==> src/rtl/sdcf_pkg.sv <==
package sdcf_pkg;

  typedef enum logic [1:0] {
    FiltFast  = 2'd0,
    FiltSinc1 = 2'd1,
    FiltSinc2 = 2'd2,
    FiltSinc3 = 2'd3
  } filt_e;

  // strobes from control to datapath
  typedef struct packed {
    logic bitStb;   // a modulator bit is present this cycle
    logic decStb;   // this bit closes a decimation group
    logic bitVal;   // the bit value
  } sdcf_stb_t;

  localparam int NumStage = 3;

endpackage

==> src/rtl/sdcf_ctrl.sv <==
module sdcf_ctrl
  import sdcf_pkg::*;
#(
  parameter int OsrW   = 5,
  parameter int QualW  = 4,
  parameter int NumEvt = 5
) (
  input  logic              clk,
  input  logic              rst,
  input  logic              modClk,
  input  logic              modData,
  input  logic [OsrW-1:0]   osrCode,
  input  logic [QualW-1:0]  qualCode,
  input  logic              sampleValid,
  input  logic [NumEvt-1:0] rawEvt,
  output sdcf_stb_t         stb,
  output logic [NumEvt-1:0] evtFlag
);

  localparam int PipeD = 3;

  logic [PipeD-1:0] clkPipe;
  logic [PipeD-2:0] datPipe;
  logic [OsrW-1:0]  bitCnt;
  logic             edgeSeen;
  logic             lastBit;

  always_ff @(posedge clk) begin
    if (rst) begin
      clkPipe <= '0;
      datPipe <= '0;
    end else begin
      clkPipe <= {clkPipe[PipeD-2:0], modClk};
      datPipe <= {datPipe[PipeD-3:0], modData};
    end
  end

  assign edgeSeen = clkPipe[PipeD-2] & ~clkPipe[PipeD-1];
  assign lastBit  = (bitCnt == osrCode);

  always_ff @(posedge clk) begin
    if (rst)
      bitCnt <= '0;
    else if (edgeSeen)
      bitCnt <= lastBit ? '0 : bitCnt + 1'b1;
  end

  always_comb begin
    stb.bitStb = edgeSeen;
    stb.decStb = edgeSeen & lastBit;
    stb.bitVal = datPipe[PipeD-2];
  end

  // noise-blanking qualifiers, one per comparator event
  for (genvar e = 0; e < NumEvt; e++) begin : g_qual
    logic [QualW-1:0] runCnt;
    logic             flagQ;
    always_ff @(posedge clk) begin
      if (rst) begin
        runCnt <= '0;
        flagQ  <= 1'b0;
      end else if (sampleValid) begin
        if (rawEvt[e] == flagQ) begin
          runCnt <= '0;
        end else if (runCnt == qualCode) begin
          flagQ  <= rawEvt[e];
          runCnt <= '0;
        end else begin
          runCnt <= runCnt + 1'b1;
        end
      end
    end
    assign evtFlag[e] = flagQ;

    a_r8_run_bound: assert property (@(posedge clk) disable iff (rst)
      runCnt <= qualCode);
  end

  a_r4_count_range: assert property (@(posedge clk) disable iff (rst)
    bitCnt <= osrCode);

  a_r8_unit_follow: assert property (@(posedge clk) disable iff (rst)
    ($past(sampleValid) && $past(qualCode) == '0) |-> evtFlag == $past(rawEvt));

  a_r10_flags_after_valid: assert property (@(posedge clk) disable iff (rst)
    !$stable(evtFlag) |-> $past(sampleValid));

endmodule

==> src/rtl/sdcf_datapath.sv <==
module sdcf_datapath
  import sdcf_pkg::*;
#(
  parameter int AccW  = 18,
  parameter int NumHi = 2,
  parameter int NumLo = 2
) (
  input  logic                        clk,
  input  logic                        rst,
  input  sdcf_stb_t                   stb,
  input  filt_e                       filtType,
  input  logic [NumHi-1:0][AccW-1:0]  hiLim,
  input  logic [NumLo-1:0][AccW-1:0]  loLim,
  input  logic [AccW-1:0]             crossLim,
  output logic signed [AccW-1:0]      sample,
  output logic                        sampleValid,
  output logic [NumHi+NumLo:0]        rawEvt
);

  localparam int LoBase = NumHi;
  localparam int CrIdx  = NumHi + NumLo;

  logic signed [AccW-1:0] integ   [NumStage];
  logic signed [AccW-1:0] intNext [NumStage];
  logic signed [AccW-1:0] combDly [NumStage];
  logic signed [AccW-1:0] combIn  [NumStage];
  logic signed [AccW-1:0] combOut [NumStage];
  logic signed [AccW-1:0] stepMag;
  logic signed [AccW-1:0] xIn;
  logic signed [AccW-1:0] tap;
  logic signed [AccW-1:0] result;

  // input weighting
  always_comb begin
    stepMag = (filtType == FiltFast) ? AccW'(2) : AccW'(1);
    xIn     = stb.bitVal ? stepMag : -stepMag;
  end

  // integrator chain, each stage sees the current bit
  always_comb begin
    intNext[0] = integ[0] + xIn;
    for (int s = 1; s < NumStage; s++)
      intNext[s] = integ[s] + intNext[s-1];
  end

  // pick the integrator of the chosen order
  always_comb begin
    unique case (filtType)
      FiltSinc1: tap = intNext[0];
      FiltSinc3: tap = intNext[2];
      default:   tap = intNext[1];
    endcase
  end

  // difference chain at the decimated rate
  always_comb begin
    combIn[0]  = tap;
    combOut[0] = tap - combDly[0];
    for (int s = 1; s < NumStage; s++) begin
      combIn[s]  = combOut[s-1];
      combOut[s] = combOut[s-1] - combDly[s];
    end
  end

  always_comb begin
    unique case (filtType)
      FiltSinc1: result = combOut[0];
      FiltSinc3: result = combOut[2];
      default:   result = combOut[1];
    endcase
  end

  always_ff @(posedge clk) begin
    if (rst) begin
      for (int s = 0; s < NumStage; s++) begin
        integ[s]   <= '0;
        combDly[s] <= '0;
      end
      sample      <= '0;
      sampleValid <= 1'b0;
    end else begin
      sampleValid <= stb.decStb;
      if (stb.bitStb) begin
        for (int s = 0; s < NumStage; s++)
          integ[s] <= intNext[s];
      end
      if (stb.decStb) begin
        for (int s = 0; s < NumStage; s++)
          combDly[s] <= combIn[s];
        sample <= result;
      end
    end
  end

  // threshold comparators
  for (genvar h = 0; h < NumHi; h++) begin : g_hi
    assign rawEvt[h] = sample > $signed(hiLim[h]);
  end
  for (genvar l = 0; l < NumLo; l++) begin : g_lo
    assign rawEvt[LoBase+l] = sample < $signed(loLim[l]);
  end
  assign rawEvt[CrIdx] = sample > $signed(crossLim);

  a_r4_valid_pulse: assert property (@(posedge clk) disable iff (rst)
    sampleValid |=> !sampleValid);

  a_r4_sample_hold: assert property (@(posedge clk) disable iff (rst)
    !sampleValid |-> $stable(sample));

  a_r9_reset_clears: assert property (@(posedge clk)
    rst |=> (sample == '0 && !sampleValid));

endmodule

==> src/rtl/sd_threshold_filter.sv <==
module sd_threshold_filter
  import sdcf_pkg::*;
#(
  parameter int AccW  = 18,
  parameter int OsrW  = 5,
  parameter int QualW = 4,
  parameter int NumHi = 2,
  parameter int NumLo = 2
) (
  input  logic                        clk,
  input  logic                        rst,
  input  logic                        modClk,
  input  logic                        modData,
  input  logic [1:0]                  filtType,
  input  logic [OsrW-1:0]             osrCode,
  input  logic [QualW-1:0]            qualCode,
  input  logic [NumHi-1:0][AccW-1:0]  hiLim,
  input  logic [NumLo-1:0][AccW-1:0]  loLim,
  input  logic [AccW-1:0]             crossLim,
  output logic signed [AccW-1:0]      sample,
  output logic                        sampleValid,
  output logic [NumHi-1:0]            overFlag,
  output logic [NumLo-1:0]            underFlag,
  output logic                        crossLevel
);

  localparam int NumEvt = NumHi + NumLo + 1;

  sdcf_stb_t         stb;
  logic [NumEvt-1:0] rawEvt;
  logic [NumEvt-1:0] evtFlag;

  sdcf_ctrl #(.OsrW(OsrW), .QualW(QualW), .NumEvt(NumEvt)) u_ctrl (
    .clk         (clk),
    .rst         (rst),
    .modClk      (modClk),
    .modData     (modData),
    .osrCode     (osrCode),
    .qualCode    (qualCode),
    .sampleValid (sampleValid),
    .rawEvt      (rawEvt),
    .stb         (stb),
    .evtFlag     (evtFlag)
  );

  sdcf_datapath #(.AccW(AccW), .NumHi(NumHi), .NumLo(NumLo)) u_dp (
    .clk         (clk),
    .rst         (rst),
    .stb         (stb),
    .filtType    (filt_e'(filtType)),
    .hiLim       (hiLim),
    .loLim       (loLim),
    .crossLim    (crossLim),
    .sample      (sample),
    .sampleValid (sampleValid),
    .rawEvt      (rawEvt)
  );

  assign overFlag   = evtFlag[NumHi-1:0];
  assign underFlag  = evtFlag[NumHi+NumLo-1:NumHi];
  assign crossLevel = evtFlag[NumEvt-1];

endmodule

==> config.mk <==
export PLATFORM = sky130hd
export DESIGN_NAME = sd_threshold_filter
export DESIGN_NICKNAME = d
export VERILOG_FILES = /design/src/rtl/sdcf_pkg.sv /design/src/rtl/sdcf_ctrl.sv /design/src/rtl/sdcf_datapath.sv /design/src/rtl/sd_threshold_filter.sv
export SDC_FILE = /design/constraint.sdc
export NUM_CORES = 1
export LEC_CHECK = 0
export ABC_AREA = 1
export BUFFER_PORTS_ARGS = -buffer_cell sky130_fd_sc_hd__clkbuf_2
export CAP_MARGIN = 10
export CORE_MARGIN = 2
export CORE_UTILIZATION = 45
export CTS_BUF_LIST = sky130_fd_sc_hd__clkbuf_16
export DETAILED_ROUTE_END_ITERATION = 10
export GPL_TIMING_DRIVEN = 0
export MAX_ROUTING_LAYER = met4
export PLACE_DENSITY = 0.65
export SLEW_MARGIN = 25
export SYNTH_ARGS = -nofsm -noshare
export SYNTH_HDL_FRONTEND = slang
export SYNTH_SLANG_ARGS = --single-unit
export TNS_END_PERCENT = 100
==> constraint.sdc <==
create_clock -name clk -period 11.09 [get_ports clk]
set_clock_uncertainty 0.1 [all_clocks]
set_input_delay 0.5545 -clock clk [delete_from_list [all_inputs] [get_ports clk]]
set_output_delay 0.5545 -clock clk [all_outputs]
set_load 0.1 [all_outputs]
-- Word-level counts from Yosys, hierarchy flattened
Memories as Yosys holds them, arrays and structs flattened.
Cells that the tools add are included.
- register bits after elaboration: 54
- bits in writable memories: 108
- input port bits: 105
- output and inout bits: 24
- word-level logic and storage cells: 97
- memories: 2
- $add $sub $neg: 13
- $lt $le $gt $ge: 5
- equal/unequal tests: 13
- mux-type cells: 29
- bitwise logic cells: 14
- reductions and logical operators: 6
- memories (memory ; words ; bits a word ; rd ports ; clocked after memory_dff ; wr ports ; line ; text):
    u_dp.combDly ; 3 ; 18 ; 3 ; 0 ; 3 ; sdcf_datapath.sv:25 ; logic signed [AccW-1:0] combDly [NumStage];
    u_dp.integ ; 3 ; 18 ; 3 ; 0 ; 3 ; sdcf_datapath.sv:23 ; logic signed [AccW-1:0] integ [NumStage];
- operators by type and width (operator ; count):
    $mux W18 ; 7
    $pmux W18 S2 ; 2
    $add A18 B18 Y18 ; 3
    $gt A18 B18 Y1 ; 3
    $sub A18 B18 Y18 ; 3
    $mux W4 ; 10
    $lt A18 B18 Y1 ; 2
    $add A4 B1 Y4 const B ; 5
    $eq A4 B4 Y1 ; 5
    $neg A18 Y18 ; 1
    $reduce_and A3 Y1 ; 5
    $mux W1 ; 8
    $not A1 Y1 ; 6
    $or A1 B1 Y1 ; 6
    $add A5 B1 Y5 const B ; 1
    $eq A1 B1 Y1 ; 5
    $eq A5 B5 Y1 ; 1
    $mux W5 ; 1
    $and A1 B1 Y1 ; 2
    $eq A2 B1 Y1 const B ; 1
    $eq A2 B2 Y1 const B ; 1
    $logic_not A2 Y1 ; 1
    $mux W2 ; 1

-- Longest topological paths before layout
- word-level depth: 12
- gate-level depth with buffers: 59
- gate-level depth less buffers: 57

-- Modules after synthesis
A second synthesis with hierarchy kept.
- cells, all modules: 1954
- area, all modules: 14370.0 um^2
- by module, submodules not included (module ; times used ; cells each ; area each (um^2) ; sequential area each (um^2)):
    sdcf_datapath ; 1 ; 1598 ; 12211.7 ; 3623.5
    sdcf_ctrl ; 1 ; 356 ; 2158.3 ; 700.7

-- Worst setup path after synthesis
Ideal clock, no wire load.
- kind: input port to flip-flop
- from: input filtType[0]
- to: register u_dp.sample[17]
- library setup time: 0.116 ns
- arrival: 8.214 ns
- required time: 10.874 ns
- slack: 2.660 ns
- cell stages on the path: 53
- buffers on the path: 2
- cells stage by stage: clkbuf_1 > clkbuf_1 > or2_2 > ha_1 > fa_1 > nand3_1 > nand2_1 > a21oi_1 > o21bai_1 > xor2_1 > ha_1 > a21o_1 > a31oi_1 > xnor2_1 > ha_1 > nand2_1 > a21oi_1 > a211oi_1 > [17 not listed] > o2111ai_1 > a21oi_1 > o21bai_1 > xor2_1 > inv_1 > ha_1 > inv_1 > nor4_1 > and3_1 > nand3_1 > nand3_1 > nor2_1 > nor2_1 > nand3_1 > nand2_1 > nand2_1 > nand2_1 > nand2_1
- RTL lines (what ; line ; text):
    from (decl) ; sd_threshold_filter.sv:14 ; input logic [1:0] filtType,
    to (signal assigned) ; sdcf_datapath.sv:90 ; sample <= result;
    to (decl) ; sdcf_datapath.sv:15 ; output logic signed [AccW-1:0] sample,

==> impl_metrics.yaml <==
outcome:
  outcome: "complete, no violations"
cts:
  cts_root_buffer: "clkbuf_16"
  cts_resized: 0
  hold_buffers: 0
  cts.sinks: 162
  htreeDepth: 4
  cts_tree: "done"
  post-cts-setup-buffers: 0
  path_clk_slew_ps: 70
  clockBufferDepth: 2
  clk_latency_ps: 450
  cts_made_buffers: 17
logic_synthesis:
  syn_avg_cell_area_um2: 7.51
  synth_edf_count: 108
  synth.net_count: 2215
  yosys-top-cells-area: "edfxtp_1 23%, ha_1 17%, inv_1 9.6%"
  synth_common_cells: "366 x inv_1, 292 x nand2_1, 209 x nor2_1, 198 x ha_1, 170 x a21oi_1"
  yosysSeqAreaShare: 0.302
  synth-seq-cells: 162
  async_reset_ff_frac: 0
  yosysMostFrequentCell: "inv_1"
  ys.flop_type: "edfxtp_1"
  synth_top_area_frac: 0.227
  ys_types: 52
  synth_area_um2: 14300
  synth_top_cell_by_area: "edfxtp_1"
  netlist_instances: 1906
  yosysWarnings: 0
sta:
  fin_crit_ps: 10250
  period_share: 0.924
  tightest_slew_ps: 974
  fmax_ghz: 0.0976
  finalMaxSlewViolations: 0
  final_hold_viol_count: 0
  rsz0062_at_grt: "no"
  fin_setup_tns_ps: 0
  maxSlewHeadroom: 0.348
  setup_viol: 0
die:
  io_pins: 129
  die_area_um2: 33300
  die_h_um: 182
  start_util: 0.455
  rows: 65
  die_x_um: 182
  core_area_um2: 31500
routing:
  detail_route.wirelength_um: 37200
  drc: 0
  wl_per_cell_um: 15.1
  drt_iter0_drc: 627
  dr.pass1.iters: 5
  vias: 12700
  viasPerCell: 5.17
  antenna_left: 0
power:
  p_sw_mw: 2.03
  power_mw: 3.96
  power_density_nw_per_um2: 246
  p_int_mw: 1.93
  leakage_nw: 8.29
  clkPwrFrac: 0.155
  power_switching_share: 0.512
  p_comb_frac: 0.674
  p_seq_frac: 0.171
  ir_drop_mv: 0.151
setup_path:
  cpMostUsedCell: "nand2_1"
  r2r_setup_slack_ps: 1550
  r2r_cells: 50
  crit_type: "primary input to flip-flop"
  slowest_delay_ps: 450
  critPathLaunchType: "primary input"
  crit_required_ps: 11320
  crit_path_end_kind: "flip-flop"
  worstPathArrival_ps: 10480
  cp_max_fo: 10
  cpMaxStageDelayCell: "fa_1"
  reg2reg_to: "u_dp.sample[17]"
  r2r-start: "u_ctrl.datPipe[1]"
placed_design:
  placed_cell_area_um2: 15500
  io_buffers: 124
  dp_hpwl_um: 29400
  routabilityCongestion: 0.885
global_routing:
  top_usage_layer: "met2"
  grt_antenna_before_repair: 0
  met2_usage: 0.414
  grt_max_degree: 40
  grt_pass1_vias: 12300
  gr-usage-all-layers: 0.231
  grtUsageMet3: 0.0291
  grt-ovfl-total: 0
  grt_pass1_wl_um: 59200
  grt_util_met1: 0.267
worst_hold_path:
  min-delay-path-class: "primary input to flip-flop"
  min_to: "u_ctrl.datPipe[0]"
  min_from: "modData"
  hold_depth: 3
layout:
  drive_gt1_frac: 0.104
  antenna_cells: 0
  fin_area_um2: 16100
  finalNetCount: 2360
  area_growth_pct: 12.5
  fill_cells: 3092
flow_run:
  cap_violations: 0
-- routing by layer --
layer,up-vias,share of wire
met5,-,0
met4,0,0.027
met3,64,0.039
met2,288,0.49
met1,5793,0.44
li1,6594,-
-- cells by family (layout without fill, tap and decap cells) --
| kind of cell | Yosys count | after routing | synth area share |
|---|---|---|---|
| AO/OA/AOI/OAI | 362 | 362 | 0.145 |
| XOR/XNOR | 100 | 100 | 0.0612 |
| adder cells (fa/ha/maj) | 204 | 204 | 0.181 |
| buffers and inverters | 406 | 564 | 0.108 |
| flip-flops | 162 | 162 | 0.302 |
| AND/OR/NAND/NOR | 672 | 672 | 0.203 |
-- how the worst max path moves through the flow --
stage / end / slack [ps] / from
finish: u_dp.sample[17] / 840 / filtType[0]
global route: u_dp.sample[17] / 60 / filtType[0]
CTS: u_dp.sample[17] / 760 / filtType[0]
detailed placement: u_dp.sample[17] / 360 / filtType[0]
global placement: u_dp.sample[17] / 380 / filtType[0]
floorplan: u_dp.sample[17] / 2660 / filtType[0]
-- worst max-delay path: cells and delay by family --
kind,cells,cell delay (ps)
AOI/OAI and AO/OA,16,2480
adders and majority gates,7,2490
buffers and inverters,6,1070
and+or+nand+nor,20,2740
xor gates and xnor gates,5,1130
-- cells in the final DEF, fill, tap and decap left out, types with 7 or more instances in the layout --
cell       instances
o211ai_1           7
o21ai_0           87
nand4_1           25
o22ai_1            8
o21bai_1          13
clkbuf_2         125
or2_2             13
nand3_2            8
dfxtp_1           54
a31oi_1           11
edfxtp_1         108
clkbuf_1          24
o21ai_1           15
nand2_2            7
a21oi_1          170
a21o_1             7
xor2_1            73
inv_1            365
nor2_1           209
xnor2_1           27
clkbuf_16         18
ha_1             198
nand2_1          291
nand3b_1           7
nor3_1            28
nand3_1           63
-- registers in the layout, indices dropped and copies added, names as in the netlist --
name,flops
u_ctrl.g_qual.flagQ,5
u_ctrl.datPipe,2
u_ctrl.bitCnt,5
u_dp.combDly,54
u_dp.sample,18
u_dp.integ,54
u_ctrl.clkPipe,3
u_ctrl.g_qual.runCnt,20
u_dp.sampleValid,1
-- power by group through the flow --
stage	clock network [mW]	registers, mW	logic, mW
6_report	0.613	0.679	2.67
5_1_grt	0.644	0.681	3.03
4_1_cts	0.623	0.679	2.63
3_5_place_dp	0	0.693	2.60
3_3_place_gp	0	0.693	2.54
2_1_floorplan	0	0.695	2.06
-- metrics by stage --
stage          hold slack [ps]  setup WS, ps  utilization  std cells
3_3_place_gp               298           375        0.491       2432
6_report                   198           844        0.512       2466
3_5_place_dp               301           356        0.492       2434
2_1_floorplan              288          2660            -       1906
5_1_grt                    200          62.1        0.512       2466
4_1_cts                    190           759        0.512       2466
-- final cells by class --
type	count	area [µm²]	area share
multi-input cells	1338	8460	0.525
flip-flops and latches	162	4320	0.269
inverters	371	1400	0.0866
repair buffers	126	661	0.0410
well taps	402	503	0.0312
clock buffers	18	450	0.0280
clock inverters	14	158	0.00979
plain buffers	35	151	0.00940
Note: power is estimated with default switching activity, not from simulation.
